==> src/rtl/spi_erase_pkg.sv <==
package spi_erase_pkg;
  localparam logic [7:0] OP_WREN    = 8'h06;
  localparam logic [7:0] OP_ERASE32 = 8'h52;
  localparam logic [7:0] OP_ERASE64 = 8'hD8;
  localparam logic [7:0] OP_RDSR    = 8'h05;

  localparam int FRAME_W = 32;
  localparam int NB_W    = 6;

  typedef enum logic [1:0] {SQ_IDLE, SQ_WREN, SQ_ERASE, SQ_POLL} seq_state_t;
  typedef enum logic [1:0] {FR_IDLE, FR_RUN, FR_GAP} frame_state_t;
endpackage

==> src/rtl/sck_tick.sv <==
module sck_tick #(
  parameter int DIV = 2
) (
  input  logic clk,
  input  logic rst,
  input  logic en,
  output logic tick
);
  localparam int W = (DIV > 1) ? $clog2(DIV) : 1;

  logic [W-1:0] cnt;

  assign tick = en && (cnt == W'(DIV - 1));

  always_ff @(posedge clk) begin
    if (rst || !en) cnt <= '0;
    else if (tick)  cnt <= '0;
    else            cnt <= cnt + 1'b1;
  end
endmodule

==> src/rtl/spi_frame.sv <==
module spi_frame
  import spi_erase_pkg::*;
#(
  parameter int CLK_DIV = 2,
  parameter int CS_GAP  = 3
) (
  input  logic               clk,
  input  logic               rst,
  input  logic               fstart,
  input  logic [FRAME_W-1:0] tx,
  input  logic [NB_W-1:0]    nbits,
  input  logic               so,
  output logic               fdone,
  output logic               last_bit,
  output logic               sck,
  output logic               ce_n,
  output logic               si
);
  localparam int HW = $clog2(CS_GAP + 1);

  frame_state_t       st;
  logic [FRAME_W-1:0] sh;
  logic [NB_W-1:0]    cnt;
  logic [NB_W-1:0]    nb;
  logic [HW-1:0]      hi_cnt;
  logic               tick;

  sck_tick #(.DIV(CLK_DIV)) u_tick (
    .clk  (clk),
    .rst  (rst),
    .en   (st == FR_RUN),
    .tick (tick)
  );

  always_ff @(posedge clk) begin
    if (rst) begin
      st       <= FR_IDLE;
      ce_n     <= 1'b1;
      sck      <= 1'b0;
      si       <= 1'b0;
      sh       <= '0;
      cnt      <= '0;
      nb       <= '0;
      last_bit <= 1'b0;
      fdone    <= 1'b0;
      hi_cnt   <= HW'(CS_GAP);
    end else begin
      fdone <= 1'b0;
      if (!ce_n)                      hi_cnt <= '0;
      else if (hi_cnt != HW'(CS_GAP)) hi_cnt <= hi_cnt + 1'b1;
      case (st)
        FR_IDLE: begin
          if (fstart) begin
            ce_n <= 1'b0;
            si   <= tx[FRAME_W-1];
            sh   <= {tx[FRAME_W-2:0], 1'b0};
            cnt  <= '0;
            nb   <= nbits;
            st   <= FR_RUN;
          end
        end
        FR_RUN: begin
          if (tick) begin
            if (!sck) begin
              sck      <= 1'b1;
              last_bit <= so;
            end else begin
              sck <= 1'b0;
              if (cnt == nb - 1'b1) begin
                ce_n <= 1'b1;
                st   <= FR_GAP;
              end else begin
                cnt <= cnt + 1'b1;
                si  <= sh[FRAME_W-1];
                sh  <= {sh[FRAME_W-2:0], 1'b0};
              end
            end
          end
        end
        FR_GAP: begin
          if (hi_cnt == HW'(CS_GAP - 1)) begin
            fdone <= 1'b1;
            st    <= FR_IDLE;
          end
        end
        default: st <= FR_IDLE;
      endcase
    end
  end

  a_r9_idle_clock_low: assert property (@(posedge clk) disable iff (rst)
    ce_n |-> !sck);

  a_r9_si_hold_high: assert property (@(posedge clk) disable iff (rst)
    (sck && $past(sck)) |-> $stable(si));

  a_r5_cs_gap: assert property (@(posedge clk) disable iff (rst)
    $fell(ce_n) |-> ($past(hi_cnt) >= HW'(CS_GAP)));

  a_r5_cs_low_in_frame: assert property (@(posedge clk) disable iff (rst)
    (st == FR_RUN) |-> !ce_n);
endmodule

==> src/rtl/erase_seq.sv <==
module erase_seq
  import spi_erase_pkg::*;
(
  input  logic               clk,
  input  logic               rst,
  input  logic               start,
  input  logic               size64,
  input  logic [23:0]        addr,
  input  logic               fdone,
  input  logic               last_bit,
  output logic               fstart,
  output logic [FRAME_W-1:0] tx,
  output logic [NB_W-1:0]    nbits,
  output logic               busy,
  output logic               done
);
  seq_state_t  st;
  logic [7:0]  op_q;
  logic [23:0] addr_q;

  always_ff @(posedge clk) begin
    if (rst) begin
      st     <= SQ_IDLE;
      op_q   <= '0;
      addr_q <= '0;
      fstart <= 1'b0;
      tx     <= '0;
      nbits  <= '0;
      busy   <= 1'b0;
      done   <= 1'b0;
    end else begin
      fstart <= 1'b0;
      done   <= 1'b0;
      case (st)
        SQ_IDLE: begin
          if (start) begin
            op_q   <= size64 ? OP_ERASE64 : OP_ERASE32;
            addr_q <= size64 ? {addr[23:16], 16'h0000} : {addr[23:15], 15'h0000};
            tx     <= {OP_WREN, 24'h000000};
            nbits  <= NB_W'(8);
            fstart <= 1'b1;
            busy   <= 1'b1;
            st     <= SQ_WREN;
          end
        end
        SQ_WREN: begin
          if (fdone) begin
            tx     <= {op_q, addr_q};
            nbits  <= NB_W'(32);
            fstart <= 1'b1;
            st     <= SQ_ERASE;
          end
        end
        SQ_ERASE: begin
          if (fdone) begin
            tx     <= {OP_RDSR, 24'h000000};
            nbits  <= NB_W'(16);
            fstart <= 1'b1;
            st     <= SQ_POLL;
          end
        end
        SQ_POLL: begin
          if (fdone) begin
            if (last_bit) begin
              fstart <= 1'b1;
            end else begin
              busy <= 1'b0;
              done <= 1'b1;
              st   <= SQ_IDLE;
            end
          end
        end
        default: st <= SQ_IDLE;
      endcase
    end
  end

  a_r8_start_ignored: assert property (@(posedge clk) disable iff (rst)
    (busy && start) |=> ($stable(op_q) && $stable(addr_q)));

  a_r7_done_single: assert property (@(posedge clk) disable iff (rst)
    done |=> !done);

  a_r7_done_ends_busy: assert property (@(posedge clk) disable iff (rst)
    done |-> (!busy && $past(busy)));

  a_r2_launch_on_start: assert property (@(posedge clk) disable iff (rst)
    (!busy && start) |=> (busy && fstart));
endmodule

==> src/rtl/spi_blk_erase.sv <==
module spi_blk_erase
  import spi_erase_pkg::*;
#(
  parameter int CLK_DIV = 2,
  parameter int CS_GAP  = 3
) (
  input  logic        clk,
  input  logic        rst,
  input  logic        start,
  input  logic        size64,
  input  logic [23:0] addr,
  output logic        busy,
  output logic        done,
  output logic        sck,
  output logic        ce_n,
  output logic        si,
  input  logic        so
);
  logic               fstart;
  logic               fdone;
  logic               last_bit;
  logic [FRAME_W-1:0] tx;
  logic [NB_W-1:0]    nbits;

  erase_seq u_seq (
    .clk      (clk),
    .rst      (rst),
    .start    (start),
    .size64   (size64),
    .addr     (addr),
    .fdone    (fdone),
    .last_bit (last_bit),
    .fstart   (fstart),
    .tx       (tx),
    .nbits    (nbits),
    .busy     (busy),
    .done     (done)
  );

  spi_frame #(.CLK_DIV(CLK_DIV), .CS_GAP(CS_GAP)) u_frame (
    .clk      (clk),
    .rst      (rst),
    .fstart   (fstart),
    .tx       (tx),
    .nbits    (nbits),
    .so       (so),
    .fdone    (fdone),
    .last_bit (last_bit),
    .sck      (sck),
    .ce_n     (ce_n),
    .si       (si)
  );
endmodule

==> config.mk <==
export PLATFORM = sky130hd
export DESIGN_NAME = spi_blk_erase
export DESIGN_NICKNAME = d
export VERILOG_FILES = /design/src/rtl/spi_erase_pkg.sv /design/src/rtl/sck_tick.sv /design/src/rtl/spi_frame.sv /design/src/rtl/erase_seq.sv /design/src/rtl/spi_blk_erase.sv
export SDC_FILE = /design/constraint.sdc
export NUM_CORES = 1
export LEC_CHECK = 0
export BUFFER_PORTS_ARGS = -buffer_cell sky130_fd_sc_hd__buf_2
export CORE_ASPECT_RATIO = 1.2
export CORE_MARGIN = 3
export CORE_UTILIZATION = 60
export DETAILED_ROUTE_END_ITERATION = 6
export PLACE_DENSITY = 0.87
export SLEW_MARGIN = 10
export SYNTH_ARGS = -nofsm -noshare
export SYNTH_HDL_FRONTEND = slang
export SYNTH_SLANG_ARGS = --single-unit
export TNS_END_PERCENT = 5
==> constraint.sdc <==
create_clock -name clk -period 3.5 [get_ports clk]
set_clock_uncertainty 0.05 [all_clocks]
set_input_delay 0 -clock clk [delete_from_list [all_inputs] [get_ports clk]]
set_output_delay 0 -clock clk [all_outputs]
set_load 0.01 [all_outputs]
==> reports/results.tsv, run 1 <==
metric	value	unit
status	finished, final reports clean	
Warnings, synthesis	0	
worst reg2reg endpoint	u_frame.sh[28]$_SDFFE_PP0P_	
post-CTS resize count	0	
Reg clk slew, reported paths	0.07	ns
Final Setup Violations	0	
Setup crit end kind	register	
CTS H-tree depth	3	
layout filler cell count	335	
Worst EP required	3.71	ns
vias in the first global route	2300	
CTS tree	built	
dpl cell area	3030	sq um
CP Launch Type	register	
worst-margin pin slew	0.698	ns
worst hold stages	4	
CTS sink cnt	68	
Final nets	389	
post-DR wirelength/cell	14.3	um
area occupied by multi-input gates	1450	sq um
fmax	404	MHz
peak supply drop	0.515	mV
sequential area share after synthesis	0.464	
total CTS buffers	9	
post-route cell area	3390	sq um
Top FF cell, synth	dfxtp_1	
Chip Height	82.6	um
CTS Hold Bufs	12	
RR Startpoint	u_frame.nb[3]$_SDFFE_PP0P_	
largest net degree at the start of global routing	38	
final period utilization	0.707	
post-synthesis cell type count	39	
FF-to-FF path depth	8	
DRT Pass-1 Iters	4	
Mapped Avg Cell Area	8.95	sq um
ys async rst share	0	
remaining antenna violation count	0	
boundary pin count	34	
CTS root buf	clkbuf_8	
Yosys reg bits	68	
Final Hold Fails	0	
row cnt	27	
final critical-path setup slack	1.03	ns
postcts setup bufs	0	
Mapped Area	2940	sq um
Vias/cell	5.69	
Rel. slew slack	0.535	
CTS Buffer Depth	2	
number of synthesized flops with an enable pin	0	
Core Area	4660	sq um
Starting Density	0.630	
WS Path Type	register to register	
final core occ	0.727	
# diodes	0	
IO buf count	18	
Post-Synthesis Cells	328	
Static Leak	1.26	nW
routability cong.	0.844	
Final min period	2.47	ns
clock latency on the worst-skew pair	0.33	ns
setup_tns	0	ns
CP Max Fanout	19	
total gr overflow	0	
post-synth net total	366	
register area	1360	sq um
Hold WC Path Type	input port to register	
First DRT Iteration DRCs	200	
Hold Path End	u_seq.busy$_SDFFE_PP0P_	
Placement Setup Slack	1.10	ns
Tot Pwr	0.00242	W
Pwr Density	715	nW/um^2
initial antenna violation count	0	
max capacitance violation total	0	
hold path startpoint	start	
post-DP HPWL	3700	um
Die ar.	5770	sq um
RSZ-0062 raised after global routing	no	
first-pass GRT wire length	10200	um
r2r setup slk	1.03	ns
# DRC	0	
vias	2349	
layout cell share with drive strength beyond 1	0.158	
die width	69.9	um
P&R area growth vs syn	15.4	%
Total Wirelength	5930	um
max-slew violations	0	
Total GRT Usage	0.222	
Critical Path AT	2.68	ns
## report_power, final
group / internal (W) / total [W] / leakage (nW) / switching (W)
clock: 0.000457 / 0.000743 / 0.119 / 0.000286
sequential: 0.000899 / 0.000979 / 0.555 / 0.0000805
combinational: 0.000261 / 0.000698 / 0.586 / 0.000437
total: 0.00162 / 0.00242 / 1.26 / 0.000803
## layer usage
metal | routed length, um | GRT usage | part of all wire
met1 | 2640 | 0.262 | 0.45
met5 | 0 | 0 | 0
met2 | 2990 | 0.377 | 0.51
met3 | 153 | 0.0593 | 0.026
met4 | 139 | 0.111 | 0.023
## cell families (layout without fill, tap and decap cells)
kind of cell,count (synthesis),count (layout),synth area share
and+or+nand+nor,122,122,0.182
AOI/OAI and AO/OA,77,77,0.195
DFF,68,68,0.464
buffers and inverters,30,57,0.0426
muxes,17,17,0.0584
adders and majority gates,9,9,0.0384
xor gates and xnor gates,5,5,0.0196
## state kept, by name (all words and copies together) (netlist names)
register	cells
u_frame.sh	16
u_seq.tx	13
u_seq.addr_q	9
u_frame.cnt	6
u_frame.nb	3
u_seq.nbits	3
u_seq.op_q	3
u_frame.hi_cnt	2
u_frame.st	2
u_seq.st	2
u_frame.ce_n	1
u_frame.fdone	1
u_frame.last_bit	1
u_frame.sck	1
u_frame.si	1
u_frame.u_tick.cnt	1
u_seq.busy	1
u_seq.done	1
u_seq.fstart	1
## cells in the mapped netlist, types with 4 or more instances
cell type   n  share of area
dfxtp_1    68           0.46
mux2i_1    16          0.055
nor2_1     40          0.051
nor3_1      5         0.0085
a22oi_1     6          0.015
inv_1       8          0.010
nand2_1    46          0.059
clkbuf_1   16          0.020
ha_1        9          0.038
a22o_1      4          0.012
a21oi_1    35          0.060
o21ai_0     5         0.0085
nand3_1    13          0.022
nand2b_1    5          0.011
a211oi_2   15          0.064
## per-stage QoR
stage / std cells / hold WS [ns]
2_1_floorplan: 328 / 0.0860
3_3_place_gp: 386 / 0.188
3_5_place_dp: 386 / 0.196
4_1_cts: 413 / 0.0201
5_1_grt: 413 / 0.0382
6_report: 413 / 0.0371
## cell type report
class / count / share of cell area
Clock buffer: 12 / 0.0488
Clock inverter: 3 / 0.0203
Inverter: 8 / 0.00887
Multi-Input combinational cell: 230 / 0.428
Sequential cell: 68 / 0.402
Tap cell: 58 / 0.0214
Timing Repair Buffer: 34 / 0.0709
## worst max-delay path by stage
stage | startpoint | to | slack, ns | cells after the start
floorplan | u_frame.nb[3]$_SDFFE_PP0P_ | u_frame.sh[23]$_SDFFE_PP0P_ | 1.64 | 7
global placement | u_frame.nb[3]$_SDFFE_PP0P_ | u_frame.sh[17]$_SDFFE_PP0P_ | 1.15 | 8
detailed placement | u_frame.nb[3]$_SDFFE_PP0P_ | u_frame.sh[28]$_SDFFE_PP0P_ | 1.10 | 8
CTS | u_frame.nb[3]$_SDFFE_PP0P_ | u_frame.sh[28]$_SDFFE_PP0P_ | 1.03 | 8
global route | u_frame.nb[3]$_SDFFE_PP0P_ | u_frame.sh[29]$_SDFFE_PP0P_ | 0.84 | 8
finish | u_frame.nb[3]$_SDFFE_PP0P_ | u_frame.sh[28]$_SDFFE_PP0P_ | 1.03 | 8
## cells in the final DEF (no fill, tap or decap), drive strengths merged
cell type / n
a31oi: 1
nand4: 1
nand3: 13
a41oi: 1
nand2: 46
inv: 8
or3b: 1
buf: 22
a211oi: 18
a22o: 4
a31o: 1
o211a: 1
xor2: 3
or3: 2
dlygate4sd3: 12
nand2b: 5
mux2: 1
a22oi: 6
bufinv: 2
nor4: 2
dfxtp: 68
mux2i: 16
o21ai: 5
xnor2: 1
ha: 9
clkinv: 1
nor4bb: 1
a21oi: 36
and2: 3
xnor3: 1
a21o: 3
nor3: 5
clkbuf: 12
nor2: 40
nor2b: 1
nand3b: 2
a41o: 1
## critical path, stage by stage, from the launching register on
cell and delay (ns):
dfxtp_1 0.38, inv_1 0.07, ha_1 0.31, xor2_1 0.18
a41o_1 0.28, a21oi_4 0.49, buf_4 0.35, nor2_1 0.08
a211oi_2 0.20
Note: power is estimated with default switching activity, not from simulation.
==> run 2, diff against run 1 <==
Settings changed: ABC_AREA set to 1, CORE_UTILIZATION 60 to 58, PLACE_DENSITY 0.87 to 0.84.
Clock period 3.5 ns to 2.5 ns, I/O delays scaled along.
==> reports/results.tsv, run 2 <==
metric	value	unit
post-synth net total	451	
status	finished, final reports clean	
worst hold stages	2	
Biggest register	u_frame.sh	
row cnt	28	
Total GRT Usage	0.224	
RSZ-0062 raised after global routing	no	
IO buf count	18	
CP Max Fanout	12	
post-DP HPWL	3710	um
Core Area	5010	sq um
Worst EP required	2.68	ns
most frequent cells in the layout	nand2_1, dfxtp_1, nor2_1	
Yosys reg bits	68	
setup_tns	0	ns
Pwr Density	1180	nW/um^2
Die ar.	6130	sq um
r2r setup slk	0.44	ns
Setup crit end kind	register	
Switch Pwr	0.00166	W
worst reg2reg endpoint	u_seq.addr_q[15]$_SDFFE_PP0P_	
CTS root buf	clkbuf_8	
peak supply drop	0.715	mV
vias in the first global route	2573	
Total Wirelength	6170	um
largest registers	u_frame.sh (16), u_seq.tx (13), u_seq.addr_q (9)	
top-count cell post-synth	nand2_1	
Final Setup Violations	0	
top cell type's share of synthesized area	0.449	
Post-Synthesis Cells	413	
dominant cells by area after synthesis	dfxtp_1, nand2_1, nor2_1, o21ai_0, nor2_2	
Comb pwr share	0.380	
hold path startpoint	rst	
die width	72	um
dpl cell area	3090	sq um
CTS tree	built	
CTS Buffer Depth	2	
final period utilization	0.823	
layout cell share with drive strength beyond 1	0.156	
# DRC	0	
CP Launch Type	register	
FF-to-FF path depth	7	
fmax	486	MHz
worst-margin pin slew	1.12	ns
area leader, netlist	dfxtp_1	
Critical Path AT	2.23	ns
register area	1360	sq um
total gr overflow	0	
CTS H-tree depth	3	
postcts setup bufs	0	
remaining antenna violation count	0	
# diodes	0	
layout filler cell count	415	
max reg flops	16	
Final nets	476	
Starting Density	0.605	
Final min period	2.06	ns
Vias/cell	5.18	
boundary pin count	34	
vias	2604	
Mapped Avg Cell Area	7.34	sq um
Mapped Area	3030	sq um
initial antenna violation count	0	
Hold Path End	u_seq.op_q[6]$_SDFFE_PP0P_	
max-slew violations	0	
number of synthesized flops with an enable pin	0	
power share of the clock group	0.202	
CTS sink cnt	68	
first-pass GRT wire length	10900	um
total CTS buffers	9	
Final Hold Fails	0	
Static Leak	1.45	nW
Chip Height	85.2	um
Synth top cells by count	nand2_1, dfxtp_1, nor2_1	
Hold WC Path Type	input port to register	
Top FF cell, synth	dfxtp_1	
Warnings, synthesis	0	
Net Sw Frac	0.416	
routability cong.	0.801	
area occupied by multi-input gates	1430	sq um
post-DR wirelength/cell	12.3	um
P&R area growth vs syn	12.2	%
Rel. slew slack	0.249	
RR Startpoint	u_seq.st[0]$_SDFFE_PP0P_	
Seq pwr share	0.418	
clock latency on the worst-skew pair	0.36	ns
largest net degree at the start of global routing	45	
post-synthesis cell type count	29	
WS Path Type	register to register	
Reg clk slew, reported paths	0.07	ns
commonest non-fill, non-tap cell in the layout	nand2_1	
post-route cell area	3400	sq um
ys async rst share	0	
max capacitance violation total	0	
DRT Pass-1 Iters	5	
internal cell power	0.00234	W
First DRT Iteration DRCs	139	
sequential area share after synthesis	0.449	
-- run 2: cell count changes after synthesis, moves of 4 or more --
cell	delta
inv_1	+23
nand2b_1	-5
nor2_1	+23
clkbuf_1	-8
a211oi_2	-15
a22o_1	-4
o21ai_1	+5
nand2_1	+50
a22oi_1	-4
buf_2	+6
mux2i_1	-16
nor2_2	+23
a21oi_1	-11
o21ai_0	+31
-- run 2: cell type report --
cell class                 instances  area share
clock buffer                       9      0.0364
clock inverter                     7      0.0155
inverter                          33      0.0372
multi-input combinational        293       0.419
sequential                        68       0.400
tap                               60      0.0221
timing repair buffer              33      0.0692
-- run 2: stage by stage --
| stage | cells | hold slack (ns) | total power, W | utilization | setup slack [ns] |
|---|---|---|---|---|---|
| floorplan | 413 | 0.0928 | 0.00298 | - | 0.900 |
| global placement | 474 | 0.201 | 0.00311 | 0.618 | 0.633 |
| detailed placement | 474 | 0.203 | 0.00318 | 0.618 | 0.552 |
| CTS | 503 | 0.0304 | 0.00400 | 0.679 | 0.516 |
| global route | 503 | 0.0523 | 0.00432 | 0.679 | 0.295 |
| finish | 503 | 0.0290 | 0.00400 | 0.679 | 0.442 |
-- run 2: cell families after synthesis --
logic type	synth area share
AOI/OAI and AO/OA	0.136
DFF	0.449
adders and majority gates	0.0371
and+or+nand+nor	0.295
xor gates and xnor gates	0.00289
buffers and inverters	0.0805
-- run 2: worst max-delay path by stage --
stage	from	to	slack (ns)
6_report	u_seq.st[0]$_SDFFE_PP0P_	u_seq.addr_q[15]$_SDFFE_PP0P_	0.44
5_1_grt	u_seq.st[1]$_SDFFE_PP0P_	u_seq.addr_q[15]$_SDFFE_PP0P_	0.30
4_1_cts	u_seq.st[1]$_SDFFE_PP0P_	u_seq.addr_q[15]$_SDFFE_PP0P_	0.52
3_5_place_dp	u_frame.nb[3]$_SDFFE_PP0P_	u_frame.sh[24]$_SDFFE_PP0P_	0.55
3_3_place_gp	u_frame.st[0]$_SDFFE_PP0P_	u_frame.cnt[3]$_SDFFE_PP0P_	0.63
2_1_floorplan	u_seq.st[0]$_SDFFE_PP0P_	u_seq.tx[15]$_SDFFE_PP0P_	0.90
-- run 2: repair_timing --
item                                   in CTS  in global routing
setup endpoints to repair                   0                  0
hold buffers                               13                  0
endpoints found under the hold margin      13                  0
gates resized for setup                     0                  0
-- run 2: layer usage --
metal | track usage | vias to the layer above | part of all wire
met5 | 0 | - | 0
met1 | 0.257 | 1191 | 0.46
met2 | 0.390 | 35 | 0.49
met4 | 0.106 | 0 | 0.021
li1 | - | 1365 | -
met3 | 0.0498 | 13 | 0.032
-- run 2: power groups by stage --
stage          Sequential (W)  Combinational (W)  Clock [W]
6_report              0.00167            0.00152   0.000807
5_1_grt               0.00172            0.00175   0.000860
4_1_cts               0.00167            0.00152   0.000814
3_5_place_dp          0.00169            0.00149          0
3_3_place_gp          0.00167            0.00143          0
2_1_floorplan         0.00165            0.00133          0
-- run 2: critical path, stage by stage, from the launching register on --
cell           delay, ns
dfxtp_1             0.42
inv_1               0.09
ha_1                0.25
nand2_1             0.32
nor2_1              0.12
nand2_1             0.07
dlygate4sd3_1       0.55
a21oi_1             0.06
==> run 3, diff against run 2 <==
Clock period 2.5 ns to 2 ns, I/O delays scaled along.
==> reports/results.tsv, run 3 (synthesis gave the netlist of run 2 again) <==
metric	value	unit
First DRT Iteration DRCs	215	
vias	2651	
postcts setup bufs	0	
IO buf count	18	
final core occ	0.686	
initial antenna violation count	0	
largest net degree at the start of global routing	45	
Critical Path AT	2.08	ns
Worst EP required	2.21	ns
max-slew violations	0	
final period utilization	0.933	
Total Wirelength	5930	um
Final nets	478	
boundary pin count	34	
peak supply drop	0.974	mV
Switch Pwr	0.00204	W
Starting Density	0.605	
CTS tree	built	
Hold WC Path Type	input port to register	
max reg flops	16	
Setup crit end kind	register	
max capacitance violation total	0	
largest registers	u_frame.sh (16), u_seq.tx (13), u_seq.addr_q (9)	
DRT Pass-1 Iters	4	
Core Area	5010	sq um
CP Capture Point	u_seq.st[1]$_SDFFE_PP0P_	
Net Sw Frac	0.406	
P&R area growth vs syn	13.3	%
Chip Height	85.2	um
commonest non-fill, non-tap cell in the layout	nand2_1	
most frequent cells in the layout	nand2_1, dfxtp_1, nor2_1	
CP Launch Type	register	
internal cell power	0.00299	W
post-DR wirelength/cell	11.7	um
vias in the first global route	2505	
post-DP HPWL	3770	um
worst-margin pin slew	0.625	ns
Total GRT Usage	0.212	
critical path's slowest cell	dfxtp_1	
Comb pwr share	0.387	
row cnt	28	
WS Path Type	register to register	
Final Hold Fails	0	
CP Max Fanout	17	
r2r setup slk	0.13	ns
total gr overflow	0	
final critical-path setup slack	0.134	ns
# DRC	0	
Rel. slew slack	0.583	
fmax	536	MHz
routability cong.	0.832	
Worst path max stage delay	0.41	ns
Vias/cell	5.25	
CTS root buf	clkbuf_8	
Crit. Startpoint	u_seq.st[0]$_SDFFE_PP0P_	
total CTS buffers	9	
crit-path cells	inv_1 > ha_1 > o21ai_1 > nand3_2 > buf_4 > nand2_1 > o21ai_0 > a21oi_1	
CTS sink cnt	68	
FF-to-FF path depth	8	
Final Setup Violations	0	
Pwr Density	1470	nW/um^2
status	finished, final reports clean	
layout cell share with drive strength beyond 1	0.166	
CTS Buffer Depth	2	
remaining antenna violation count	0	
Biggest register	u_frame.sh	
Static Leak	1.46	nW
clock latency on the worst-skew pair	0.34	ns
die width	72	um
Final min period	1.87	ns
power share of the clock group	0.199	
RR Startpoint	u_seq.st[0]$_SDFFE_PP0P_	
Placement Setup Slack	0.150	ns
first-pass GRT wire length	10400	um
worst reg2reg endpoint	u_seq.st[1]$_SDFFE_PP0P_	
Reg clk slew, reported paths	0.07	ns
Die ar.	6130	sq um
CTS H-tree depth	3	
Seq pwr share	0.414	
# diodes	0	
## run 3: power groups by stage
stage	logic, W	clock network, W	registers (W)
6_report	0.00195	0.00100	0.00209
2_1_floorplan	0.00167	0	0.00206
3_5_place_dp	0.00189	0	0.00211
4_1_cts	0.00191	0.00102	0.00209
5_1_grt	0.00225	0.00108	0.00213
3_3_place_gp	0.00182	0	0.00209
## run 3: metal layers
layer / up-vias / GRT usage / wire (um)
met5: - / 0 / 0
met4: 0 / 0.0991 / 96
met3: 13 / 0.0557 / 245
met2: 56 / 0.355 / 2910
met1: 1214 / 0.251 / 2680
li1: 1368 / - / -
## run 3: timing repair
item / in CTS / in global routing
hold buffers: 12 / 0
gates resized for setup: 0 / 4
endpoints found under the hold margin: 12 / 0
endpoints found under the setup margin: 0 / 4
## run 3: layout make-up
| type | count | area (sq um) |
|---|---|---|
| clock buffer | 10 | 138 |
| clock inverter | 6 | 40.0 |
| fill | 385 | 1580 |
| inverter | 33 | 126 |
| multi-input combinational | 293 | 1450 |
| sequential | 68 | 1360 |
| tap | 60 | 75.1 |
| timing repair buffer | 35 | 248 |
## run 3: how the worst min path moves through the flow
stage	start	to	slack [ns]	cells past startpoint
detailed placement	addr[15]	u_seq.addr_q[15]$_SDFFE_PP0P_	0.20	3
finish	start	u_seq.fstart$_SDFF_PP0_	0.03	5
global route	start	u_seq.fstart$_SDFF_PP0_	0.04	5
floorplan	addr[15]	u_seq.addr_q[15]$_SDFFE_PP0P_	0.09	2
global placement	addr[17]	u_seq.addr_q[17]$_SDFFE_PP0P_	0.20	3
CTS	start	u_seq.fstart$_SDFF_PP0_	0.004	5
## run 3: critical path: cells and delay by family, from the launching register on
kind,cells,cell delay [ns]
AOI/OAI and AO/OA,3,0.47
DFF,1,0.41
buffers and inverters,2,0.33
and+or+nand+nor,2,0.27
adders and majority gates,1,0.26
## run 3: metrics by stage
step	hold WS (ns)	cell area [sq um]	TNS [ns]	cells	power, W
global route	0.0374	3430	-0.0103	505	0.00546
global placement	0.198	3120	0	477	0.00391
finish	0.0295	3430	0	505	0.00504
detailed placement	0.204	3120	0	477	0.00400
CTS	0.00404	3410	0	505	0.00501
floorplan	0.0928	3030	0	413	0.00373
